### src/rtl/bus_xchg3_pkg.sv
package bus_xchg3_pkg;
  localparam int XCHG_W = 12;
  typedef enum logic {
    SRC_B2 = 1'b0,
    SRC_B1 = 1'b1
  } a_src_e;
endpackage

### src/rtl/xchg_rst_sync.sv
module xchg_rst_sync (
  input  logic clk,
  input  logic rst_n,
  output logic rst_q_n
);
  logic stage1_q;

  always_ff @(posedge clk or negedge rst_n) begin
    if (!rst_n) begin
      stage1_q <= 1'b0;
      rst_q_n  <= 1'b0;
    end else begin
      stage1_q <= 1'b1;
      rst_q_n  <= stage1_q;
    end
  end
endmodule

### src/rtl/xchg_keeper.sv
module xchg_keeper #(
  parameter int W = 12
) (
  input  logic         clk,
  input  logic         rst_n,
  input  logic         drv,
  input  logic [W-1:0] pin_in,
  output logic [W-1:0] val
);
  logic [W-1:0] keep_q, keep_d;

  always_comb begin
    keep_d = keep_q;
    if (drv) keep_d = pin_in;
  end

  always_ff @(posedge clk or negedge rst_n) begin
    if (!rst_n) keep_q <= '0;
    else        keep_q <= keep_d;
  end

  assign val = drv ? pin_in : keep_q;


  keep_hold_chk: assert property (@(posedge clk) disable iff (!rst_n)
    !drv |=> (val == $past(keep_q) || drv));
endmodule

### src/rtl/xchg_path.sv
module xchg_path #(
  parameter int W = 12
) (
  input  logic         clk,
  input  logic         rst_n,
  input  logic         le,
  input  logic [W-1:0] d,
  output logic [W-1:0] q,
  output logic [W-1:0] y
);
  logic [W-1:0] q_d;

  always_comb begin
    q_d = q;
    if (le) q_d = d;
  end

  always_ff @(posedge clk or negedge rst_n) begin
    if (!rst_n) q <= '0;
    else        q <= q_d;
  end

  assign y = le ? d : q;


  path_hold_chk: assert property (@(posedge clk) disable iff (!rst_n)
    !le |=> $stable(q));


  path_pass_chk: assert property (@(posedge clk) disable iff (!rst_n)
    le |=> (q == $past(d)));
endmodule

### src/rtl/bus_xchg3.sv
module bus_xchg3
  import bus_xchg3_pkg::*;
#(
  parameter int W = XCHG_W
) (
  input  logic         clk,
  input  logic         rst_n,
  input  logic [W-1:0] a_in,
  input  logic         a_drv,
  input  logic [W-1:0] b1_in,
  input  logic         b1_drv,
  input  logic [W-1:0] b2_in,
  input  logic         b2_drv,
  input  logic         le_a_b1,
  input  logic         le_a_b2,
  input  logic         le_b1_a,
  input  logic         le_b2_a,
  input  logic         a_src_b1,
  input  logic         a_oe_n,
  input  logic         b1_oe_n,
  input  logic         b2_oe_n,
  output logic [W-1:0] a_out,
  output logic         a_oe,
  output logic [W-1:0] b1_out,
  output logic         b1_oe,
  output logic [W-1:0] b2_out,
  output logic         b2_oe
);
  logic         rst_q_n;
  logic [W-1:0] a_val, b1_val, b2_val;
  logic [W-1:0] ab1_q, ab1_y, ab2_q, ab2_y;
  logic [W-1:0] b1a_q, b1a_y, b2a_q, b2a_y;
  logic [W-1:0] a_mux;
  a_src_e       a_src;

  xchg_rst_sync u_rst (.clk(clk), .rst_n(rst_n), .rst_q_n(rst_q_n));

  xchg_keeper #(.W(W)) u_keep_a  (.clk(clk), .rst_n(rst_q_n), .drv(a_drv),
                                  .pin_in(a_in),  .val(a_val));
  xchg_keeper #(.W(W)) u_keep_b1 (.clk(clk), .rst_n(rst_q_n), .drv(b1_drv),
                                  .pin_in(b1_in), .val(b1_val));
  xchg_keeper #(.W(W)) u_keep_b2 (.clk(clk), .rst_n(rst_q_n), .drv(b2_drv),
                                  .pin_in(b2_in), .val(b2_val));

  xchg_path #(.W(W)) u_ab1 (.clk(clk), .rst_n(rst_q_n), .le(le_a_b1),
                            .d(a_val),  .q(ab1_q), .y(ab1_y));
  xchg_path #(.W(W)) u_ab2 (.clk(clk), .rst_n(rst_q_n), .le(le_a_b2),
                            .d(a_val),  .q(ab2_q), .y(ab2_y));
  xchg_path #(.W(W)) u_b1a (.clk(clk), .rst_n(rst_q_n), .le(le_b1_a),
                            .d(b1_val), .q(b1a_q), .y(b1a_y));
  xchg_path #(.W(W)) u_b2a (.clk(clk), .rst_n(rst_q_n), .le(le_b2_a),
                            .d(b2_val), .q(b2a_q), .y(b2a_y));

  assign a_src = a_src_e'(a_src_b1);

  always_comb begin
    unique case (a_src)
      SRC_B1:  a_mux = b1a_y;
      default: a_mux = b2a_y;
    endcase
  end

  assign a_oe   = ~a_oe_n;
  assign b1_oe  = ~b1_oe_n;
  assign b2_oe  = ~b2_oe_n;
  assign a_out  = a_oe_n  ? '0 : a_mux;
  assign b1_out = b1_oe_n ? '0 : ab1_y;
  assign b2_out = b2_oe_n ? '0 : ab2_y;


  a_sel_b1_chk: assert property (@(posedge clk) disable iff (!rst_q_n)
    (!a_oe_n && a_src_b1 && !le_b1_a) |-> (a_out == b1a_q));


  a_sel_b2_chk: assert property (@(posedge clk) disable iff (!rst_q_n)
    (!a_oe_n && !a_src_b1 && !le_b2_a) |-> (a_out == b2a_q));


  b1_float_chk: assert property (@(posedge clk) disable iff (!rst_q_n)
    b1_oe_n |-> (b1_out == '0 && !b1_oe));


  fanout_chk: assert property (@(posedge clk) disable iff (!rst_q_n)
    (le_a_b1 && le_a_b2 && !b1_oe_n && !b2_oe_n) |-> (b1_out == b2_out));
endmodule

### config.mk
export PLATFORM = sky130hd
export DESIGN_NAME = bus_xchg3
export DESIGN_NICKNAME = d
export VERILOG_FILES = /design/src/rtl/bus_xchg3_pkg.sv /design/src/rtl/xchg_rst_sync.sv /design/src/rtl/xchg_keeper.sv /design/src/rtl/xchg_path.sv /design/src/rtl/bus_xchg3.sv
export SDC_FILE = /design/constraint.sdc
export NUM_CORES = 1
export LEC_CHECK = 0
export BUFFER_PORTS_ARGS = -buffer_cell sky130_fd_sc_hd__buf_2
export CAP_MARGIN = 20
export CORE_UTILIZATION = 25
export DETAILED_ROUTE_END_ITERATION = 10
export GPL_TIMING_DRIVEN = 0
export HOLD_SLACK_MARGIN = 0.12
export PLACE_DENSITY_LB_ADDON = 0.2
export RECOVER_POWER = 50
export SETUP_SLACK_MARGIN = 0.4
export SLEW_MARGIN = 30
export SYNTH_ARGS = -nofsm -noshare
export SYNTH_HDL_FRONTEND = slang
export SYNTH_SLANG_ARGS = --single-unit
### constraint.sdc
create_clock -name clk -period 5.1 [get_ports clk]
set_input_delay 1.275 -clock clk [delete_from_list [all_inputs] [get_ports clk]]
set_output_delay 1.275 -clock clk [all_outputs]
set_load 0.01 [all_outputs]
# [Word-level counts from Yosys, hierarchy flattened]
# Index checks and enable logic that the tools add are counted.
[op_classes] bitwise=3 muxes=11
[ops] cell="$mux W12" count=11
[ops] cell="$not A1 Y1" count=3
[totals] out_inout_bits=39 register_bits=86 inputBits=49

# [Depth between registers and ports, before layout]
[depth] word_depth=4 mapped_depth=4 ltp_nobuf=3

# [By module]
# A second synthesis with hierarchy kept.
[unflattened] hier_cells=233 area_unflattened_um2=3808.7
[by_module_without_submodules] module="xchg_path" area_each_um2=484.2 instances=4 cells_each=25
[by_module_without_submodules] module="xchg_keeper" area_each_um2=484.2 instances=3 cells_each=25
[by_module_without_submodules] module="bus_xchg3" area_each_um2=365.4 instances=1 cells_each=55
[by_module_without_submodules] module="xchg_rst_sync" area_each_um2=53.8 instances=1 cells_each=3

# [Least setup slack after synthesis]
# OpenSTA, ideal clock, no wires.
[synth_timing] kind="input -> output" start="input port b2_drv" end="output port a_out[6]" arrival_ps=2072 cell_stages=4 slack_ps=1753 required_time_ps=3825 cell_sequence="buf_2 > mux2_2 > nor2_1 > o32ai_2"
[synth_between] elab_chain_len=4
[synth_rtl] element="start, declared" line="bus_xchg3.sv:13" source="input logic b2_drv,"
[synth_rtl] element="$mux W12"
[synth_rtl] element="named net b2_val[6]" line="bus_xchg3.sv:30" source="logic [W-1:0] a_val, b1_val, b2_val;"
[synth_rtl] element="$mux W12"
[synth_rtl] element="$mux W12" line="bus_xchg3.sv:57" source="unique case (a_src)"
[synth_rtl] element="$mux W12" line="bus_xchg3.sv:66" source="assign a_out = a_oe_n ? '0 : a_mux;"
[synth_rtl] element="end, declared" line="bus_xchg3.sv:22" source="output logic [W-1:0] a_out,"
# The timed path passes the listed nets, and every way through them passes these cells.

# [Worst setup path after layout]
[layout_timing] start="input port b1_drv" end="output port a_out[2]"
[layout_between] elab_chain_len=4
[layout_rtl] element="start, declared" line="bus_xchg3.sv:11" source="input logic b1_drv,"
[layout_rtl] element="$mux W12"
[layout_rtl] element="named net b1_val[2]" line="bus_xchg3.sv:30"
[layout_rtl] element="$mux W12" line="xchg_path.sv:23" source="assign y = le ? d : q;"
[layout_rtl] element="$mux W12" line="bus_xchg3.sv:57"
[layout_rtl] element="$mux W12" line="bus_xchg3.sv:66"
# The timed path passes the listed nets, and every way through them passes these cells.

==> impl_results.html <==
<table>
<tr><th>Metric</th><th>Value</th></tr>
<tr><th colspan="2">Outcome</th></tr>
<tr><td>Outcome</td><td>finished, violations left</td></tr>
<tr><td>Failing checks</td><td>max-capacitance violations, max-slew violations</td></tr>
<tr><th colspan="2">Die</th></tr>
<tr><td>Initial Util</td><td>0.260</td></tr>
<tr><td>Overall die height</td><td>roughly 120 um</td></tr>
<tr><td>Die ar.</td><td>around 0.015 mm2</td></tr>
<tr><td>Placeable core area</td><td>0.0140 mm2</td></tr>
<tr><td>Horizontal die dimension</td><td>123 um</td></tr>
<tr><td>Number of I/O pins</td><td>88</td></tr>
<tr><td>Std-Cell Rows</td><td>43</td></tr>
<tr><th colspan="2">STA</th></tr>
<tr><td>Maximum clock rate</td><td>approximately 250 MHz</td></tr>
<tr><td>Number of hold violations in the final report</td><td>0</td></tr>
<tr><td>Final critical path time including I/O delays and setup</td><td>3.98 ns</td></tr>
<tr><td>Setup repair after global routing missed its margin</td><td>false</td></tr>
<tr><td>Actual transition at the worst max-transition pin</td><td>2.54 ns</td></tr>
<tr><td>Setup total negative slack</td><td>0 ns</td></tr>
<tr><td>Period utilisation layout</td><td>0.781</td></tr>
<tr><td>Clock tree skew after final layout</td><td>approximately 0.008 ns</td></tr>
<tr><td>Pins over their slew limit</td><td>a little under 90</td></tr>
<tr><td>Final setup fails</td><td>0</td></tr>
<tr><td>Worst slew margin</td><td>-0.691</td></tr>
<tr><th colspan="2">Finish</th></tr>
<tr><td>Share of final-layout standard cells stronger than drive strength 1</td><td>0.298</td></tr>
<tr><td>Fill cell count</td><td>1480</td></tr>
<tr><td>Final design utilization</td><td>0.322</td></tr>
<tr><td>Layout Area Growth over Synthesis</td><td>24.1%</td></tr>
<tr><td>Layout Nets</td><td>474</td></tr>
<tr><td>Antenna Diode Count</td><td>0</td></tr>
<tr><th colspan="2">Setup path</th></tr>
<tr><td>Crit start category</td><td>input pin</td></tr>
<tr><td>Reg2Reg Capture Point</td><td>u_keep_b1.keep_q[9]</td></tr>
<tr><td>First element of the critical path</td><td>b1_drv</td></tr>
<tr><td>Worst-case reg-to-reg path depth</td><td>1</td></tr>
<tr><td>Max FO, Critical Path</td><td>10</td></tr>
<tr><td>Data required time at the worst endpoint</td><td>roughly 3.8 ns</td></tr>
<tr><td>R2r setup slk</td><td>1.40 ns</td></tr>
<tr><td>Critical path arrival</td><td>2.71 ns</td></tr>
<tr><td>Classification of the worst setup path</td><td>in2out</td></tr>
<tr><td>Reg-to-reg critical path startpoint</td><td>u_rst.rst_q_n</td></tr>
<tr><td>Capturing instance or port of the critical path</td><td>a_out[2]</td></tr>
<tr><td>Critical Path End Type</td><td>output pin</td></tr>
<tr><th colspan="2">Clock tree</th></tr>
<tr><td>Clock latency reported for the late side of the worst-skew pair</td><td>0.34 ns</td></tr>
<tr><td>CTS Buf Count</td><td>9</td></tr>
<tr><td>Hold Buf Count CTS</td><td>0</td></tr>
<tr><td>Max Root-Sink Buffers</td><td>2</td></tr>
<tr><td>Root Driver</td><td>sky130_fd_sc_hd__clkbuf_16</td></tr>
<tr><td>Maximum level of the CTS H-tree</td><td>3</td></tr>
<tr><td>Sinks on the clock net</td><td>86</td></tr>
<tr><td>Post-CTS resize count</td><td>0</td></tr>
<tr><td>CTS tree</td><td>done</td></tr>
<tr><td>Setup Buffers After CTS</td><td>0</td></tr>
<tr><td>Clock-pin slew of the registers on the worst-case setup and hold paths</td><td>roughly 0.060 ns</td></tr>
<tr><th colspan="2">Power</th></tr>
<tr><td>Leakage Power</td><td>~2.1 nW</td></tr>
<tr><td>Max VDD drop</td><td>around 0.11 mV</td></tr>
<tr><td>Clock power share</td><td>0.366</td></tr>
<tr><td>Pint</td><td>between 0.001 and 0.0015 W</td></tr>
<tr><td>Switching power of the nets</td><td>roughly 0.00041 W</td></tr>
<tr><td>Switching fraction of total power</td><td>0.254</td></tr>
<tr><td>Part of the total power dissipated in combinational logic</td><td>0.145</td></tr>
<tr><td>Power density over the cells</td><td>about 350 mW/mm2</td></tr>
<tr><td>Total Power Consumption</td><td>0.00160 W</td></tr>
<tr><td>Sequential power share</td><td>0.489</td></tr>
<tr><th colspan="2">Placement</th></tr>
<tr><td>Final RePlAce weighted congestion</td><td>~0.72</td></tr>
<tr><td>Detailed Place HPWL</td><td>6.14 mm</td></tr>
<tr><td>Total of buffers placed on input and output ports</td><td>87</td></tr>
<tr><th colspan="2">Detailed routing</th></tr>
<tr><td>Number of violations reported at the end of detailed-routing iteration 0</td><td>67</td></tr>
<tr><td>Average detailed-routed wire length per instance</td><td>13.3 um</td></tr>
<tr><td>Sum of routed wire length over all layers</td><td>~8.1 mm</td></tr>
<tr><td>Vias after detailed routing</td><td>about 2500</td></tr>
<tr><td>DR DRC count</td><td>0</td></tr>
<tr><td>Length of the first detailed-routing pass in iterations</td><td>4</td></tr>
<tr><td>DRT antenna net count</td><td>0</td></tr>
<tr><td>Vias per Instance</td><td>between 4 and 5</td></tr>
<tr><th colspan="2">Flow run</th></tr>
<tr><td>Max-cap check violation count</td><td>2</td></tr>
<tr><th colspan="2">Logic synthesis</th></tr>
<tr><td>Syn_nets</td><td>around 380</td></tr>
<tr><td>YS warnings</td><td>0</td></tr>
<tr><td>Number of instances in the synthesized netlist</td><td>approximately 330</td></tr>
<tr><td>Post-synthesis instance area</td><td>about 0.0036 mm2</td></tr>
<tr><td>Average size of a mapped cell</td><td>11.2 um2</td></tr>
<tr><td>Sequential-to-total area share from yosys stat</td><td>0.590</td></tr>
<tr><td>Number of distinct library cell variants in the gate-level netlist after synthesis</td><td>20</td></tr>
<tr><td>Synthesized flop and latch total</td><td>86</td></tr>
<tr><th colspan="2">Global routing</th></tr>
<tr><td>Global-route wire length before repair</td><td>13.3 mm</td></tr>
<tr><td>Total GRT Usage</td><td>0.119</td></tr>
<tr><td>Initial antenna violation count</td><td>0</td></tr>
<tr><td>Vias in the first global route</td><td>2564</td></tr>
<tr><td>Largest net degree at the start of global routing</td><td>49</td></tr>
<tr><td>Global-route congestion overflow total</td><td>0</td></tr>
<tr><th colspan="2">Worst hold path</th></tr>
<tr><td>Class of the tightest hold or removal check</td><td>reg2reg</td></tr>
</table>
## registers in the layout, indices dropped and copies added, names as in the netlist, 12 cells and up
name,cells
u_keep_b2.keep_q,12
u_ab2.q,12
u_keep_a.keep_q,12
u_b1a.q,12
u_keep_b1.keep_q,12
u_ab1.q,12
u_b2a.q,12
## synthesized netlist by cell type, drive strengths merged
cell type      instances  area (um2)
conb                   1        3.75
and2                  24         150
o21ai                 12        60.1
nor2                  97         369
dfrtp                 86        2150
o32ai                 12         180
buf                    7        50.1
nand2                  1        3.75
a21oi                 24         120
inv                   17        63.8
clkdlybuf4s15          2        20.0
mux2i                 12         120
clkbuf                 7        46.3
mux2                  24         308
## metal layers
layer | GRT usage | vias up | wire (um)
li1 | - | 1263 | -
met1 | 0.169 | 1160 | 3920
met2 | 0.170 | 44 | 3710
met3 | 0.0232 | 13 | 257
met4 | 0.0640 | 0 | 182
met5 | 0 | - | 0
## power groups by stage
| stage | clock (W) | combinational [W] | sequential, W |
|---|---|---|---|
| 2_1_floorplan | 0 | 0.000156 | 0.000794 |
| 3_3_place_gp | 0 | 0.000236 | 0.000802 |
| 3_5_place_dp | 0 | 0.000248 | 0.000798 |
| 4_1_cts | 0.000606 | 0.000250 | 0.000786 |
| 5_1_grt | 0.000634 | 0.000266 | 0.000792 |
| 6_report | 0.000587 | 0.000232 | 0.000784 |
## logic make-up after synthesis
| logic type | count (synthesis) | share of synthesized area |
|---|---|---|
| compound gates | 48 | 0.0988 |
| flops | 86 | 0.590 |
| buf+inv | 33 | 0.0494 |
| other cells | 1 | 0.00103 |
| mux | 36 | 0.117 |
| simple gates | 122 | 0.143 |
## cells in the final DEF (no fill, tap or decap), types with 3 or more instances in the layout
master / instances
sky130_fd_sc_hd__a21oi_1: 24
sky130_fd_sc_hd__and2_1: 24
sky130_fd_sc_hd__buf_2: 88
sky130_fd_sc_hd__clkbuf_1: 13
sky130_fd_sc_hd__clkbuf_16: 9
sky130_fd_sc_hd__clkbuf_8: 3
sky130_fd_sc_hd__dfrtp_1: 86
sky130_fd_sc_hd__inv_1: 17
sky130_fd_sc_hd__mux2_1: 12
sky130_fd_sc_hd__mux2_2: 11
sky130_fd_sc_hd__mux2i_1: 12
sky130_fd_sc_hd__nor2_1: 95
sky130_fd_sc_hd__o21ai_0: 12
sky130_fd_sc_hd__o32ai_2: 10
## stage by stage
stage / hold slack (ns) / worst slack, ns / instance area, um2 / std cells
CTS: 0.341 / 1.29 / 4600 / 609
global placement: 0.338 / 1.31 / 4310 / 593
floorplan: 0.331 / 1.75 / 3650 / 326
finish: 0.355 / 1.12 / 4530 / 609
detailed placement: 0.331 / 1.30 / 4340 / 594
global route: 0.360 / 0.626 / 4530 / 609
## cell type report
class,count,area (um2),share of cell area
plain buffers,16,109,0.0240
multi-input cells,207,1280,0.283
well taps,180,225,0.0498
clock buffers,13,250,0.0553
flip-flops and latches,86,2150,0.475
clock inverters,2,10.0,0.00221
repair buffers,88,435,0.0962
inverters,17,63.8,0.0141
## critical path, cell delays in order
cell	delay, ns
sky130_fd_sc_hd__clkbuf_1	0.13
sky130_fd_sc_hd__clkbuf_1	0.45
sky130_fd_sc_hd__mux2_1	0.39
sky130_fd_sc_hd__nor2_1	0.18
sky130_fd_sc_hd__o32ai_2	0.13
sky130_fd_sc_hd__buf_2	0.15
## how the worst min path moves through the flow
stage                   startpoint       endpoint  slack, ns  cells past startpoint
finish              u_rst.stage1_q  u_rst.rst_q_n       0.35                      0
global route        u_rst.stage1_q  u_rst.rst_q_n       0.36                      0
CTS                  u_rst.rst_q_n     u_ab1.q[1]       0.34                      0
detailed placement   u_rst.rst_q_n     u_ab1.q[1]       0.33                      0
global placement    u_rst.stage1_q  u_rst.rst_q_n       0.34                      0
floorplan           u_rst.stage1_q  u_rst.rst_q_n       0.33                      0
No activity file was read; power rests on OpenSTA's default activity.
